<file path="src/rtl/qdac_pkg.sv">
package qdac_pkg;

  // Serial and control pins as seen by the synchronizer.
  typedef struct packed {
    logic clr_mid;
    logic clr_n;
    logic ld_all_n;
    logic ld_reg_n;
    logic sdin;
    logic sclk;
    logic cs_n;
  } pins_t;

  localparam pins_t PINS_IDLE = '{clr_mid: 1'b0, clr_n: 1'b1, ld_all_n: 1'b1,
                                  ld_reg_n: 1'b1, sdin: 1'b0, sclk: 1'b0,
                                  cs_n: 1'b1};

endpackage

</file>
<file path="src/rtl/qdac_sync.sv">
module qdac_sync #(
  parameter int          W       = 1,
  parameter logic [W-1:0] RST_VAL = '0
) (
  input  logic         clk,
  input  logic         rst,
  input  logic [W-1:0] d,
  output logic [W-1:0] q
);
  logic [W-1:0] meta;

  always_ff @(posedge clk) begin
    if (rst) begin
      meta <= RST_VAL;
      q    <= RST_VAL;
    end else begin
      meta <= d;
      q    <= meta;
    end
  end
endmodule

</file>
<file path="src/rtl/qdac_shifter.sv">
module qdac_shifter #(
  parameter int FRAME_W = 16
) (
  input  logic               clk,
  input  logic               rst,
  input  logic               cs_n,
  input  logic               sclk,
  input  logic               sdin,
  output logic [FRAME_W-1:0] frame_o
);
  logic or_now, or_prev, rise;

  assign or_now = cs_n | sclk;
  assign rise   = or_now & ~or_prev;

  always_ff @(posedge clk) begin
    if (rst) begin
      or_prev <= 1'b1;
      frame_o <= '0;
    end else begin
      or_prev <= or_now;
      if (rise) frame_o <= {frame_o[FRAME_W-2:0], sdin};
    end
  end

  // no movement without an edge of the combined clock
  p_shift_hold_r3: assert property (@(posedge clk) disable iff (rst)
    !rise |=> $stable(frame_o));
  // an edge advances the register by exactly one position
  p_shift_step_r3: assert property (@(posedge clk) disable iff (rst)
    rise |=> (frame_o[FRAME_W-1:1] == $past(frame_o[FRAME_W-2:0])));
endmodule

</file>
<file path="src/rtl/qdac_bank.sv">
module qdac_bank #(
  parameter int NCH    = 4,
  parameter int CODE_W = 12,
  parameter int ADDR_W = 2
) (
  input  logic                        clk,
  input  logic                        rst,
  input  logic [ADDR_W-1:0]           addr,
  input  logic [CODE_W-1:0]           code,
  input  logic                        ld_reg,
  input  logic                        ld_all,
  input  logic                        clr,
  input  logic                        clr_mid,
  output logic [NCH-1:0][CODE_W-1:0]  dac_q,
  output logic                        upd_o
);
  localparam logic [CODE_W-1:0] MID_CODE = CODE_W'(1) << (CODE_W - 1);

  logic [NCH-1:0][CODE_W-1:0] in_q, in_d, dac_d;
  logic [CODE_W-1:0]          rcode;

  assign rcode = clr_mid ? MID_CODE : '0;

  for (genvar c = 0; c < NCH; c++) begin : g_ch
    logic sel;
    assign sel      = ld_reg && (addr == ADDR_W'(c));
    assign in_d[c]  = clr ? rcode : (sel ? code : in_q[c]);
    assign dac_d[c] = clr ? rcode : (ld_all ? in_q[c] : dac_q[c]);
  end

  always_ff @(posedge clk) begin
    if (rst) begin
      in_q  <= '0;
      dac_q <= '0;
      upd_o <= 1'b0;
    end else begin
      in_q  <= in_d;
      dac_q <= dac_d;
      upd_o <= (dac_d != dac_q);
    end
  end

  // clear forces every output register to the selected code
  p_clr_force_r8: assert property (@(posedge clk) disable iff (rst)
    clr |=> (dac_q == {NCH{$past(rcode)}}));
  // input registers hold while neither strobe nor clear is active
  p_in_hold_r5: assert property (@(posedge clk) disable iff (rst)
    (!clr && !ld_reg) |=> $stable(in_q));
  // output registers hold without load-all or clear
  p_dac_hold_r6: assert property (@(posedge clk) disable iff (rst)
    (!clr && !ld_all) |=> $stable(dac_q));
  // load-all copies the input registers
  p_dac_copy_r6: assert property (@(posedge clk) disable iff (rst)
    (!clr && ld_all) |=> (dac_q == $past(in_q)));
  // pulse only with a change, and every change pulses
  p_upd_change_r11: assert property (@(posedge clk) disable iff (rst)
    upd_o |-> (dac_q != $past(dac_q)));
  p_upd_quiet_r11: assert property (@(posedge clk) disable iff (rst)
    !upd_o |-> $stable(dac_q));
endmodule

</file>
<file path="src/rtl/quad_dac_frontend.sv">
module quad_dac_frontend #(
  parameter int CODE_W = 12,
  parameter int NCH    = 4,
  parameter int PAD_W  = 2
) (
  input  logic                    clk,
  input  logic                    rst,
  input  logic                    cs_n,
  input  logic                    sclk,
  input  logic                    sdin,
  input  logic                    ld_reg_n,
  input  logic                    ld_all_n,
  input  logic                    clr_n,
  input  logic                    clr_mid,
  output logic [NCH*CODE_W-1:0]   dac_codes,
  output logic                    dac_upd
);
  import qdac_pkg::*;

  localparam int ADDR_W  = $clog2(NCH);
  localparam int FRAME_W = ADDR_W + PAD_W + CODE_W;

  pins_t                      raw_pins, s_pins;
  logic [FRAME_W-1:0]         frame;
  logic [NCH-1:0][CODE_W-1:0] dac_q;

  assign raw_pins = '{clr_mid: clr_mid, clr_n: clr_n, ld_all_n: ld_all_n,
                      ld_reg_n: ld_reg_n, sdin: sdin, sclk: sclk, cs_n: cs_n};

  qdac_sync #(.W($bits(pins_t)), .RST_VAL(PINS_IDLE)) u_sync (
    .clk (clk),
    .rst (rst),
    .d   (raw_pins),
    .q   (s_pins)
  );

  qdac_shifter #(.FRAME_W(FRAME_W)) u_shift (
    .clk     (clk),
    .rst     (rst),
    .cs_n    (s_pins.cs_n),
    .sclk    (s_pins.sclk),
    .sdin    (s_pins.sdin),
    .frame_o (frame)
  );

  qdac_bank #(.NCH(NCH), .CODE_W(CODE_W), .ADDR_W(ADDR_W)) u_bank (
    .clk     (clk),
    .rst     (rst),
    .addr    (frame[FRAME_W-1 -: ADDR_W]),
    .code    (frame[CODE_W-1:0]),
    .ld_reg  (~s_pins.ld_reg_n),
    .ld_all  (~s_pins.ld_all_n),
    .clr     (~s_pins.clr_n),
    .clr_mid (s_pins.clr_mid),
    .dac_q   (dac_q),
    .upd_o   (dac_upd)
  );

  assign dac_codes = dac_q;

  // output codes are zero in the cycle after a system reset
  p_rst_zero_r12: assert property (@(posedge clk)
    rst |=> (dac_codes == '0 && !dac_upd));
endmodule

</file>
<file path="config.mk">
export PLATFORM = sky130hd
export DESIGN_NAME = quad_dac_frontend
export DESIGN_NICKNAME = d
export VERILOG_FILES = /design/src/rtl/qdac_pkg.sv /design/src/rtl/qdac_sync.sv /design/src/rtl/qdac_shifter.sv /design/src/rtl/qdac_bank.sv /design/src/rtl/quad_dac_frontend.sv
export SDC_FILE = /design/constraint.sdc
export NUM_CORES = 1
export LEC_CHECK = 0
export BUFFER_PORTS_ARGS = -buffer_cell sky130_fd_sc_hd__buf_2
export CAP_MARGIN = 10
export CORE_MARGIN = 8
export CORE_UTILIZATION = 35
export DETAILED_ROUTE_END_ITERATION = 8
export MAX_ROUTING_LAYER = met4
export SYNTH_ARGS = -nofsm -noshare
export SYNTH_HDL_FRONTEND = slang
export SYNTH_SLANG_ARGS = --single-unit
</file>
<file path="constraint.sdc">
create_clock -name clk -period 5.8 [get_ports clk]
set_clock_uncertainty 0.2 [all_clocks]
set_input_delay 0.29 -clock clk [delete_from_list [all_inputs] [get_ports clk]]
set_output_delay 0.29 -clock clk [all_outputs]
set_load 0.1 [all_outputs]
</file>
==> metrics.cfg <==
[run_status]
status = finished clean

[clock_network]
htree_num_levels = 4
ctsResizeCount = 0
clock-sinks = 128
numCtsBuffers = 17
cts_setup_buffers = 0
cts_buffer_depth = 2
clk_latency_ns = 0.42
cts-root-buf = clkbuf_16
cts_hold_buf = 7
clk_pin_slew_ns = 0.06
cts_tree = built

[power]
power_leakage_uw = 0.00266
p_comb_share_pct = 3.7
clkPwrFrac_pct = 51.3
p_seq_share_pct = 45.1
p_per_area_mw_per_mm2 = 316
p_sw_share_pct = 23.1
irDropWorstVdd_v = 0.000182
internal_power_uw = 1530
netSwitchingPower_uw = 459

[global_routing]
grt_max_degree = 56
antenna_found_initial = 0
grt_pass1_vias = 4523
gr-total-overflow = 0
grtUsageTotal_pct = 17.4
grt_pass1_wl_mm = 25.6

[worst_hold_path]
hold_path_class = in2reg

[synth]
syn_area_per_cell_um2 = 8.38
synth_area_mm2 = 0.00521
syn-num-nets = 631
ys_seq_area_share_pct = 49.2
synth.top_cell.area_share_pct = 49.2
synth_warnings = 0
synth_cell_types = 37
synthTopCellsByArea = dfxtp_1 49%, mux2i_1 9.4%, nand2_1 9.4%
yosysTopAreaCell = dfxtp_1
ys_seq_elements = 128
synthCells = 622

[floorplanning]
ios = 58
core_area_mm2 = 0.0145
fp-row-count = 44
initial_core_util_pct = 35.9
die_area_mm2 = 0.0190
die_y_um = 138
die_w_um = 138

[placement]
pre_cts_ws_ns = 3.31
dp_hpwl_mm = 11.5
place_congestion = 0.903
port_buffers = 57
place_inst = 834

[finish]
fillers = 1455
nets = 685
drive_gt1_share_pct = 14.9
layout_commonest_cell = nand2_1
syn2layout_area_growth_pct = 20.3
antenna_cells = 0
stdcell_count = 873
most-common-layout-cells = 130 x nand2_1, 127 x dfxtp_1, 66 x a21oi_1, 57 x buf_2

[timing]
holdWs_ns = 0.148
rsz0062_at_grt = no
max_slew_margin_pct = 31.2
report.final.hold_viol_count = 0
post-route-min-period_ns = 2.31
tns_ns = 0
setup_viol = 0
min_period_over_period_pct = 39.8
worst_slack_ns = 3.49
worstMarginPinSlew_ns = 1.03
drv_slew = 0
fmax_mhz = 433

[setup_path]
crit_type = reg2reg
cp-end-kind = flip-flop
crit_arrival_ns = 2.38
critPathSlowestCell = or4_1
cpPeakStageDelay_ns = 0.51
cp.buffers_inverters = 1
worstPathCellList = inv_1 > a2111o_1 > or4_1 > o41ai_2 > a41oi_1
start_kind = flip-flop
crit_required_ns = 5.87
critical-path-top-delay-family = compound AO/OA/AOI/OAI gates
path_max_fanout = 4

[route]
drt_iter0_markers = 399
viasPerCell = 5.27
drc = 0
wl_per_cell_um = 18.5
first_pass_iters = 4
routed_wl_mm = 16.2
ant_nets = 0
num_vias = 4599

[run]
maxCapViolations = 0

-- final timing paths --
kind / start / to / slack, ns / depth (start not counted)
min: rst / u_sync.q[6] / 0.15 / 2
min reg2reg: u_sync.meta[4] / u_sync.q[4] / 0.21 / 1
max reg2reg: u_bank.dac_q[36] / u_bank.upd_o / 3.49 / 5
max: u_bank.dac_q[36] / u_bank.upd_o / 3.49 / 5
-- sequential cells by signal (all words and copies together) (netlist names) --
| signal | flops |
|---|---|
| u_bank.upd_o | 1 |
| u_shift.frame_o | 16 |
| u_sync.meta | 7 |
| u_sync.q | 7 |
| u_bank.in_q | 48 |
| u_bank.dac_q | 48 |
| u_shift.or_prev | 1 |
-- kinds of logic (layout without fill, tap and decap cells) --
group                     Yosys count  count (layout)  share of synthesized area, %
DFF                               128             128                          49.2
buffers and inverters              71             138                          5.14
and+or+nand+nor                   263             263                          23.1
muxes                              49              49                          9.41
xor gates and xnor gates            4               4                         0.672
AOI/OAI and AO/OA                 107             107                          12.5
-- Yosys cell counts (all sizes together) --
cell     number
clkbuf       29
mux2i        49
nor2         49
nor3          1
o41ai         2
a31oi         4
and2          2
a21oi        66
and3b         1
xnor2         4
a22o          2
a41oi         1
a2111oi      10
a2111o        1
a22oi         4
o21ba         1
or4           1
o2111ai       1
nand3         1
and3          1
and4          2
o22ai        13
nand2       130
or2           9
a21o          1
nand2b        4
or3           2
buf           3
nor2b        38
o21bai        1
nor4         15
nand4         6
dfxtp       128
inv          39
nand3b        1
-- layer usage --
layer,vias up,routed length [um],global-route usage (%),part of all wire (%)
li1,2207,-,-,-
met3,29,964,4.79,6.0
met1,2214,7530,22.1,47
met4,0,370,6.81,2.3
met5,-,0,-,0
met2,149,7300,25.8,45
-- through the flow --
step                cell area [um^2]  total power (uW)  util (%)
floorplan                       5210               965         -
global placement                5630               980      38.7
detailed placement              5630               982      38.7
CTS                             6270              2000      43.1
global route                    6270              2050      43.1
finish                          6270              1980      43.1
-- worst reg2reg max path, stage by stage, from the launching register on --
cell and delay, ns:
dfxtp_1 0.41, inv_1 0.08, a2111o_1 0.40, or4_1 0.51, o41ai_2 0.41, a41oi_1 0.15
-- cell type report --
| class | count | area (um^2) | share of cell area, % |
|---|---|---|---|
| clock buffer | 21 | 460 | 7.35 |
| timing repair buffer | 67 | 378 | 6.03 |
| tap | 184 | 230 | 3.67 |
| sequential | 128 | 2560 | 40.9 |
| multi-input combinational | 423 | 2380 | 38.0 |
| inverter | 39 | 146 | 2.34 |
| clock inverter | 11 | 106 | 1.70 |
-- power groups by stage --
stage | clock network (uW) | registers, uW | logic (uW)
global placement | 0 | 913 | 67.4
detailed placement | 0 | 913 | 69.1
floorplan | 0 | 924 | 41.5
global route | 1070 | 895 | 78.2
finish | 1020 | 894 | 72.6
CTS | 1030 | 894 | 72.7
Note: power is estimated with default switching activity, not from simulation.
